[config.mk]
export PLATFORM = sky130hd
export DESIGN_NAME = iowin_decoder
export DESIGN_NICKNAME = d
export VERILOG_FILES = /design/src/rtl/iowin_pkg.sv /design/src/rtl/iowin_regfile.sv /design/src/rtl/iowin_cmp.sv /design/src/rtl/iowin_pick.sv /design/src/rtl/iowin_decoder.sv
export SDC_FILE = /design/constraint.sdc
export NUM_CORES = 2
export LEC_CHECK = 0
export BUFFER_PORTS_ARGS = -buffer_cell sky130_fd_sc_hd__buf_2
export CELL_PAD_IN_SITES_DETAIL_PLACEMENT = 1
export CELL_PAD_IN_SITES_GLOBAL_PLACEMENT = 1
export CORE_ASPECT_RATIO = 0.8
export CORE_UTILIZATION = 51
export DETAILED_ROUTE_END_ITERATION = 10
export GPL_TIMING_DRIVEN = 0
export PLACE_DENSITY = 0.8
export SLEW_MARGIN = 20
export SYNTH_ARGS = -nofsm -noshare
export SYNTH_HDL_FRONTEND = slang
export SYNTH_SLANG_ARGS = --single-unit
[constraint.sdc]
create_clock -name clk -period 38.9 [get_ports clk]
set_clock_uncertainty 0.15 [all_clocks]
set_input_delay 5.835 -clock clk [delete_from_list [all_inputs] [get_ports clk]]
set_output_delay 5.835 -clock clk [all_outputs]
set_load 0.02 [all_outputs]
[src/rtl/iowin_pkg.sv]
package iowin_pkg;
  // word slot inside a window's 16-byte group; the positions are decoded
  typedef enum logic [1:0] {
    SLOT_LO  = 2'd0,
    SLOT_GAP = 2'd1,
    SLOT_HI  = 2'd2,
    SLOT_CTL = 2'd3
  } slot_e;

  localparam int EN_BIT  = 0;   // enable flag inside the lower-bound word
  localparam int FLD_LSB = 4;   // address field starts here in a bound word
  localparam int GRAN_SH = 20;  // 1 MB granularity
endpackage

[src/rtl/iowin_regfile.sv]
module iowin_regfile
  import iowin_pkg::*;
#(
  parameter int NUM_WIN = 16,
  parameter int TGT_W   = 4,
  parameter int FLD_W   = 28,
  parameter int RADDR_W = 9
) (
  input  logic                           clk,
  input  logic                           rst_n,
  input  logic                           we,
  input  logic [RADDR_W-1:0]             addr,
  input  logic [31:0]                    wdata,
  output logic [31:0]                    rdata,
  output logic [NUM_WIN-1:0]             win_en,
  output logic [NUM_WIN-1:0][FLD_W-1:0]  win_lo,
  output logic [NUM_WIN-1:0][FLD_W-1:0]  win_hi,
  output logic [NUM_WIN-1:0][TGT_W-1:0]  win_tgt,
  output logic [TGT_W-1:0]               dflt_tgt
);
  localparam int IDX_W = RADDR_W - 4;

  logic [IDX_W-1:0] idx;
  slot_e            slot;
  logic             aligned;
  logic             win_sel;
  logic             glb_sel;

  assign idx     = addr[RADDR_W-1:4];
  assign slot    = slot_e'(addr[3:2]);
  assign aligned = (addr[1:0] == 2'b00);
  assign win_sel = aligned && (int'(idx) < NUM_WIN);
  assign glb_sel = aligned && (int'(idx) == NUM_WIN) && (slot == SLOT_LO);

  for (genvar w = 0; w < NUM_WIN; w++) begin : g_win
    logic             sel_w;
    logic             ld_lo, ld_hi, ld_tg;
    logic             en_d, en_q;
    logic [FLD_W-1:0] lo_d, lo_q, hi_d, hi_q;
    logic [TGT_W-1:0] tg_d, tg_q;

    assign sel_w = we && win_sel && (int'(idx) == w);

    always_comb begin
      ld_lo = sel_w && (slot == SLOT_LO);
      ld_hi = sel_w && (slot == SLOT_HI);
      ld_tg = sel_w && (slot == SLOT_CTL);
      lo_d  = wdata[FLD_LSB +: FLD_W];
      en_d  = wdata[EN_BIT];
      hi_d  = wdata[FLD_LSB +: FLD_W];
      tg_d  = wdata[TGT_W-1:0];
    end

    always_ff @(posedge clk or negedge rst_n) begin
      if (!rst_n) begin
        en_q <= 1'b0;
        lo_q <= '0;
        hi_q <= '0;
        tg_q <= '0;
      end else begin
        if (ld_lo) begin
          en_q <= en_d;
          lo_q <= lo_d;
        end
        if (ld_hi) hi_q <= hi_d;
        if (ld_tg) tg_q <= tg_d;
      end
    end

    assign win_en[w]  = en_q;
    assign win_lo[w]  = lo_q;
    assign win_hi[w]  = hi_q;
    assign win_tgt[w] = tg_q;
  end

  logic             ld_glb;
  logic [TGT_W-1:0] glb_d;

  always_comb begin
    ld_glb = we && glb_sel;
    glb_d  = wdata[TGT_W-1:0];
  end

  always_ff @(posedge clk or negedge rst_n) begin
    if (!rst_n)      dflt_tgt <= '0;
    else if (ld_glb) dflt_tgt <= glb_d;
  end

  always_comb begin
    rdata = '0;
    if (win_sel) begin
      for (int w = 0; w < NUM_WIN; w++) begin
        if (int'(idx) == w) begin
          case (slot)
            SLOT_LO: begin
              rdata[FLD_LSB +: FLD_W] = win_lo[w];
              rdata[EN_BIT]           = win_en[w];
            end
            SLOT_HI:  rdata[FLD_LSB +: FLD_W] = win_hi[w];
            SLOT_CTL: rdata[TGT_W-1:0]        = win_tgt[w];
            default:  rdata = '0;
          endcase
        end
      end
    end
    if (glb_sel) rdata[TGT_W-1:0] = dflt_tgt;
  end
endmodule

[src/rtl/iowin_cmp.sv]
module iowin_cmp #(
  parameter int FLD_W = 28
) (
  input  logic [FLD_W-1:0] addr_fld,
  input  logic             en,
  input  logic [FLD_W-1:0] lo,
  input  logic [FLD_W-1:0] hi,
  output logic             hit
);
  logic ge_lo, le_hi;

  assign ge_lo = (addr_fld >= lo);
  assign le_hi = (addr_fld <= hi);
  assign hit   = en && ge_lo && le_hi;
endmodule

[src/rtl/iowin_pick.sv]
module iowin_pick #(
  parameter int NUM_WIN = 16,
  parameter int TGT_W   = 4,
  parameter int WIN_W   = 4
) (
  input  logic                          clk,
  input  logic                          rst_n,
  input  logic [NUM_WIN-1:0]            hit_vec,
  input  logic [NUM_WIN-1:0][TGT_W-1:0] tgt,
  input  logic [TGT_W-1:0]              dflt,
  output logic                          out_hit,
  output logic [TGT_W-1:0]              out_tgt,
  output logic [WIN_W-1:0]              out_win
);
  logic             hit_n;
  logic [TGT_W-1:0] tgt_n;
  logic [WIN_W-1:0] win_n;

  // scan downward so the lowest matching index is the last to assign
  always_comb begin
    hit_n = 1'b0;
    tgt_n = dflt;
    win_n = '0;
    for (int w = NUM_WIN - 1; w >= 0; w--) begin
      if (hit_vec[w]) begin
        hit_n = 1'b1;
        tgt_n = tgt[w];
        win_n = WIN_W'(w);
      end
    end
  end

  always_ff @(posedge clk or negedge rst_n) begin
    if (!rst_n) begin
      out_hit <= 1'b0;
      out_tgt <= '0;
      out_win <= '0;
    end else begin
      out_hit <= hit_n;
      out_tgt <= tgt_n;
      out_win <= win_n;
    end
  end
endmodule

[src/rtl/iowin_decoder.sv]
module iowin_decoder
  import iowin_pkg::*;
#(
  parameter int NUM_WIN = 16,
  parameter int TGT_W   = 4,
  parameter int ADDR_W  = 48,
  parameter int RADDR_W = $clog2(NUM_WIN * 16 + 16),
  parameter int WIN_W   = (NUM_WIN > 1) ? $clog2(NUM_WIN) : 1
) (
  input  logic               clk,
  input  logic               rst_n,
  input  logic               reg_we,
  input  logic [RADDR_W-1:0] reg_addr,
  input  logic [31:0]        reg_wdata,
  output logic [31:0]        reg_rdata,
  input  logic [ADDR_W-1:0]  req_addr,
  output logic               dec_hit,
  output logic [TGT_W-1:0]   dec_target,
  output logic [WIN_W-1:0]   dec_win
);
  localparam int FLD_W = ADDR_W - GRAN_SH;

  // reset: asserted at once, released after two clock edges
  logic [1:0] rst_sh;
  logic       rst_q;

  always_ff @(posedge clk or negedge rst_n) begin
    if (!rst_n) rst_sh <= 2'b00;
    else        rst_sh <= {rst_sh[0], 1'b1};
  end
  assign rst_q = rst_sh[1];

  logic [NUM_WIN-1:0]            win_en;
  logic [NUM_WIN-1:0][FLD_W-1:0] win_lo;
  logic [NUM_WIN-1:0][FLD_W-1:0] win_hi;
  logic [NUM_WIN-1:0][TGT_W-1:0] win_tgt;
  logic [TGT_W-1:0]              dflt_tgt;
  logic [NUM_WIN-1:0]            hit_vec;
  logic [FLD_W-1:0]              addr_fld;

  assign addr_fld = req_addr[ADDR_W-1:GRAN_SH];

  iowin_regfile #(
    .NUM_WIN(NUM_WIN), .TGT_W(TGT_W), .FLD_W(FLD_W), .RADDR_W(RADDR_W)
  ) u_regs (
    .clk     (clk),
    .rst_n   (rst_q),
    .we      (reg_we),
    .addr    (reg_addr),
    .wdata   (reg_wdata),
    .rdata   (reg_rdata),
    .win_en  (win_en),
    .win_lo  (win_lo),
    .win_hi  (win_hi),
    .win_tgt (win_tgt),
    .dflt_tgt(dflt_tgt)
  );

  for (genvar w = 0; w < NUM_WIN; w++) begin : g_cmp
    iowin_cmp #(.FLD_W(FLD_W)) u_cmp (
      .addr_fld(addr_fld),
      .en      (win_en[w]),
      .lo      (win_lo[w]),
      .hi      (win_hi[w]),
      .hit     (hit_vec[w])
    );
  end

  iowin_pick #(
    .NUM_WIN(NUM_WIN), .TGT_W(TGT_W), .WIN_W(WIN_W)
  ) u_pick (
    .clk    (clk),
    .rst_n  (rst_q),
    .hit_vec(hit_vec),
    .tgt    (win_tgt),
    .dflt   (dflt_tgt),
    .out_hit(dec_hit),
    .out_tgt(dec_target),
    .out_win(dec_win)
  );
endmodule

# == Word-level counts from Yosys, hierarchy flattened ==
# Cells that the tools add are included.
# op_classes
reduce_logical,105
eq_ne,18
n_mux,117
magnitude_cmp,33
# ops
cell,n
28-bit one-hot mux with 3 select lines,15
32-bit 2-to-1 mux,20
28-bit >= comparator,16
28-bit less-or-equal comparator,16
4-bit 2-to-1 mux,33
1-bit logical AND,101
3-bit one-hot mux with 2 select lines,15
28-bit one-hot mux with 2 select lines,1
5-bit == test (second input constant),9
1-bit one-hot mux with 3 select lines,15
5-bit by 4-bit == test with 1-bit output (second input constant),4
1-bit 2-to-1 mux,16
5-bit by 3-bit == test with 1-bit output (second input constant),2
5-bit by 2-bit == test with 1-bit output (second input constant),1
5-bit logical NOT,1
5-bit less-than comparator (second input constant),1
2-bit == test (second input constant),2
2-bit logical NOT,2
3-bit 2-to-1 mux,1
1-bit one-hot mux with 2 select lines,1
2-bit OR reduction,1
# totals
regBits,991
in_bits,92
out_inout_bits,41
elab_cells,342

# == Longest topological paths before layout ==
# depth
ltp_word,38
ltp_mapped,13
mapped_depth_nobuf,12

# == Hierarchy ==
# A second synthesis with hierarchy kept.
# unflattened
cells_unflattened,6661
area_unflattened_um2,67638.6
# modules_own_cells
module,area_per_inst_um2,cells_per_inst,n_inst,seq_area_each_um2
iowin_regfile,43933.4,3292,1,24523.5
iowin_cmp,1412.6,201,16,0.0
iowin_pick,1049.8,150,1,225.2
iowin_decoder,53.8,3,1,50.0

# == Worst setup path after synthesis ==
# Ideal clock, no wire load.
# synth_timing
path_kind,input to output
from,input reg_addr[8]
to,output reg_rdata[2]
n_path_buf,2
cell_stages,9
required_time_ns,32.915
arrival_time_ns,7.807
slack_ns,25.108
cell_sequence,clkbuf_1 > nor3b_1 > clkbuf_1 > a22oi_1 > nor2_1 > a41oi_1 > o21ai_0 > a21oi_1 > o21ai_0
# synth_between
elab_chain_cells,37
elab_cells_between_ends,57
classes_between,order compare (1); eq/ne (16); mux (36); reduce/logical (4)
# synth_lines
item,line,text
"start, declared",iowin_decoder.sv:13,"input logic [RADDR_W-1:0] reg_addr,"
5-bit logical NOT,iowin_regfile.sv:93,if (int'(idx) == w) begin
32-bit 2-to-1 mux,iowin_regfile.sv:93,
3-bit one-hot mux with 2 select lines,iowin_regfile.sv:94,case (slot)
32-bit 2-to-1 mux,iowin_regfile.sv:93,
3-bit one-hot mux with 2 select lines,iowin_regfile.sv:94,
32-bit 2-to-1 mux,iowin_regfile.sv:93,
3-bit one-hot mux with 2 select lines,iowin_regfile.sv:94,
32-bit 2-to-1 mux,iowin_regfile.sv:93,
(+21 left out),n/a,
3-bit one-hot mux with 2 select lines,iowin_regfile.sv:94,
32-bit 2-to-1 mux,iowin_regfile.sv:93,
3-bit one-hot mux with 2 select lines,iowin_regfile.sv:94,
32-bit 2-to-1 mux,iowin_regfile.sv:93,
3-bit one-hot mux with 2 select lines,iowin_regfile.sv:94,
32-bit 2-to-1 mux,iowin_regfile.sv:93,
32-bit 2-to-1 mux,iowin_regfile.sv:91,if (win_sel) begin
4-bit 2-to-1 mux *,iowin_regfile.sv:106,if (glb_sel) rdata[TGT_W-1:0] = dflt_tgt;
"end, declared",iowin_decoder.sv:15,"output logic [31:0] reg_rdata,"
# Every way passes the cells marked *; elsewhere a longest branch is shown, timed or not. The select of a mux whose other input is x is not followed.

# == Worst setup path in the final report ==
# layout_timing
from,input reg_addr[2]
to,output reg_rdata[22]
# layout_between
elab_chain_cells,37
elab_cells_between_ends,39
classes_between,eq/ne (2); mux (36); reduce/logical (1)
# layout_lines
item,line
2-bit == test or 2-bit logical NOT (tied branches),iowin_regfile.sv:94
28-bit one-hot mux with 2 select lines,iowin_regfile.sv:94
32-bit 2-to-1 mux,iowin_regfile.sv:93
28-bit one-hot mux with 3 select lines,iowin_regfile.sv:94
32-bit 2-to-1 mux,iowin_regfile.sv:93
28-bit one-hot mux with 3 select lines,iowin_regfile.sv:94
32-bit 2-to-1 mux,iowin_regfile.sv:93
28-bit one-hot mux with 3 select lines,iowin_regfile.sv:94
(+21 left out),n/a
32-bit 2-to-1 mux,iowin_regfile.sv:93
28-bit one-hot mux with 3 select lines,iowin_regfile.sv:94
32-bit 2-to-1 mux,iowin_regfile.sv:93
28-bit one-hot mux with 3 select lines,iowin_regfile.sv:94
32-bit 2-to-1 mux,iowin_regfile.sv:93
28-bit one-hot mux with 3 select lines,iowin_regfile.sv:94
32-bit 2-to-1 mux *,iowin_regfile.sv:93
32-bit 2-to-1 mux *,iowin_regfile.sv:91
# Marked as above.

==> reports/results.tsv <==
metric	value	unit
drtIter0Drc	7059	
drive_gt1_frac	0.199	
nets	7839	
endpoint_kind	output pin	
ant_nets	0	
ctsHtreeMaxLevel	3	
rsz0062_at_grt	false	
drt-pass1-iter-count	8	
wl	301000	µm
syn_avg_cell_area	10.2	µm²
dp_hpwl	238000	µm
synth_nets	7584	
grt_antenna_before_repair	11	
numCtsBuffers	109	
path_class	primary input to output pin	
netlist_instances	6591	
place.gp.congestion	1.09	
crit_chain	buf_2 -> inv_1 -> ha_1 -> clkbuf_1 -> clkbuf_1 -> clkbuf_1 -> a22oi_1 -> o22ai_1 -> nor4_1 -> a21oi_1 -> buf_2	
max_stage_delay	0.93	ns
status	finished clean	
max_freq	60.3	MHz
rows	118	
cts_tree	done	
post_cts_buffers	0	
hold_viol_final	0	
cts-resized-gates	0	
crit_buf_inv	6	
dp_worst_setup_slack	22.59	ns
hold_path.class	register to asynchronous set/reset pin	
ys_ff_latch	991	
setup_tns	0	ns
grt_pass1_wl	427000	µm
post-route-min-period	16.58	ns
p_leak	32.9	nW
required	32.91	ns
wl_per_cell	34.6	µm
grt_usage	0.445	
core_area	0.130	mm²
drcViolationCount	0	
root_buffer	clkbuf_16	
overflow	0	
syn2layout_area_growth	11.0	%
synth-seq-area-share	0.369	
ios	133	
synth_area	0.0671	mm²
dieArea	0.133	mm²
cts_sinks	991	
setup_violations	0	
postSynth.asyncResetShare	1.00	
clock_latency	0.77	ns
start_util	0.517	
crit_top_cell	clkbuf_1	
ys_dominant_reg_cell	dfrtp_1	
ys_warn_count	0	
critPathMaxFanout	10	
worstPathArrival	10.59	ns
grt_max_degree	60	
powerDensity	34.2	mW/mm²
grt_pass1_vias	58800	
max-vdd-ir-drop	35.0	µV
die_h	327	µm
finalMaxSlewViolations	0	
rrSetupSlack	33.48	ns
synth_edf_count	0	
die_w	408	µm
cts.clk_slew.worst_paths	0.06	ns
slew_headroom	0.0892	
critPathTopFamily	buffers and inverters	
ctsHoldBuffers	0	
io_buffers	111	
clockBufferDepth	3	
start_kind	primary input	
worstMarginPinSlew	1.35	ns
drv_cap	0	
fin_crit_sh	0.426	
slowest_stage	clkbuf_1	
route.vias.total	58800	
routed_via_density	6.77	
yosys.cell_types.count	83	
finalWorstSetupSlack	22.32	ns
## sequential cells by signal (all words and copies together) (netlist names), 2 cells and up
| signal | flops |
|---|---|
| u_pick.out_win | 4 |
| u_regs.g_win.en_q | 16 |
| u_pick.out_tgt | 4 |
| rst_sh | 2 |
| u_regs.dflt_tgt | 4 |
| u_regs.g_win.hi_q | 448 |
| u_regs.g_win.tg_q | 64 |
| u_regs.g_win.lo_q | 448 |
## logic make-up (layout without fill, tap and decap cells)
kind of cell | count (synthesis) | count (layout) | synth area share
other | 1 | 9 | 0.0000559
flip-flops | 991 | 991 | 0.369
adder cells (fa/ha/maj) | 901 | 901 | 0.168
buffers and inverters | 1247 | 1595 | 0.0699
AO/OA/AOI/OAI | 1582 | 1582 | 0.158
AND/OR/NAND/NOR | 875 | 875 | 0.0674
multiplexers | 994 | 994 | 0.167
## where the power goes
part | internal [W] | switching [W]
clock network | 0.000669 | 0.000484
logic | 0.0000981 | 0.000234
registers | 0.00105 | 0.0000152
total | 0.00181 | 0.000732
## metal layers
| layer | GRT usage | vias to the layer above | wire, µm |
|---|---|---|---|
| met4 | 0.215 | 4 | 16800 |
| met5 | 0 | - | 20 |
| met2 | 0.593 | 3110 | 117000 |
| met1 | 0.628 | 30600 | 129000 |
| met3 | 0.167 | 519 | 38700 |
| li1 | - | 24700 | - |
## synthesized netlist by cell type, drive strengths merged, types with 5 or more instances
master   instances  share of area
o2111ai          7        0.00091
a221oi          11         0.0014
nand3           84         0.0063
ha             901           0.17
o31a             5        0.00065
dfrtp          991           0.37
a22oi          478          0.053
a31oi           16         0.0015
o22ai          239          0.022
and3            20         0.0019
nor3            38         0.0028
o211a            7         0.0010
or2              8        0.00075
a211oi          45         0.0051
nand4          172          0.016
nand2          228          0.013
inv            902          0.050
a221o           11         0.0016
a2111oi         10         0.0015
a21boi          13         0.0015
nor4            76         0.0072
o22a             5        0.00065
nor3b            5        0.00056
o221ai           9         0.0013
and2             9        0.00084
a21o           123          0.014
or4              5        0.00056
o211ai          39         0.0046
o31ai           10         0.0011
buf             24         0.0015
mux2           986           0.17
and4            16         0.0021
nor2b           39         0.0036
o21ai          137          0.010
a21oi          336          0.025
clkbuf         321          0.018
nand3b           5        0.00056
a311oi           8         0.0010
o21a            20         0.0022
nor2           130         0.0073
o21bai           5        0.00056
a211o           12         0.0016
or3              8        0.00075
nand2b          21         0.0020
mux2i            6        0.00089
## per-stage QoR
step,hold slack (ns),std cells,cell area [µm²],power [W],utilization
2_1_floorplan,0.181,6591,67100,0.00124,-
3_3_place_gp,0.188,8442,69900,0.00137,0.538
3_5_place_dp,0.0536,8473,70600,0.00139,0.543
4_1_cts,0.0544,8677,74500,0.00253,0.573
5_1_grt,0.0638,8679,74500,0.00260,0.573
6_report,0.0447,8687,74500,0.00255,0.574
## layout by cell type (no fill, tap or decap), types with 123 or more instances in the layout
cell and instances:
a22oi_1 478, nor2_1 130, nand4_1 171, mux2_2 984, ha_1 901, a21oi_1 336, o21ai_0 123, inv_1 901
nand2_1 228, o22ai_1 239, clkbuf_1 330, dfrtp_1 990
## cell type report
type                            instances  area, µm²
Clock buffer                          163       3330
Fill cell                           14200      55400
Multi-Input combinational cell       4353      37700
Sequential cell                       991      24800
Inverter                              902       3390
Tap cell                             1740       2180
Clock inverter                         41        549
Timing Repair Buffer                  144       1200
Buffer                                345       1320
Antenna cell                            8       20.0
## worst paths after layout
kind                                           from                         to  cells past startpoint
setup / recovery                        reg_addr[2]              reg_rdata[22]                     11
hold reg to reg                           rst_sh[1]  u_regs.g_win[12].lo_q[12]                      0
max in group asynchronous                     rst_n                  rst_sh[1]                      1
min in group clk                          rst_sh[0]                  rst_sh[1]                      0
setup reg to reg           u_regs.g_win[2].hi_q[19]          u_pick.out_tgt[1]                     12
hold / removal                            rst_sh[1]  u_regs.g_win[12].lo_q[12]                      0
Power figures use the tool's default switching activity.
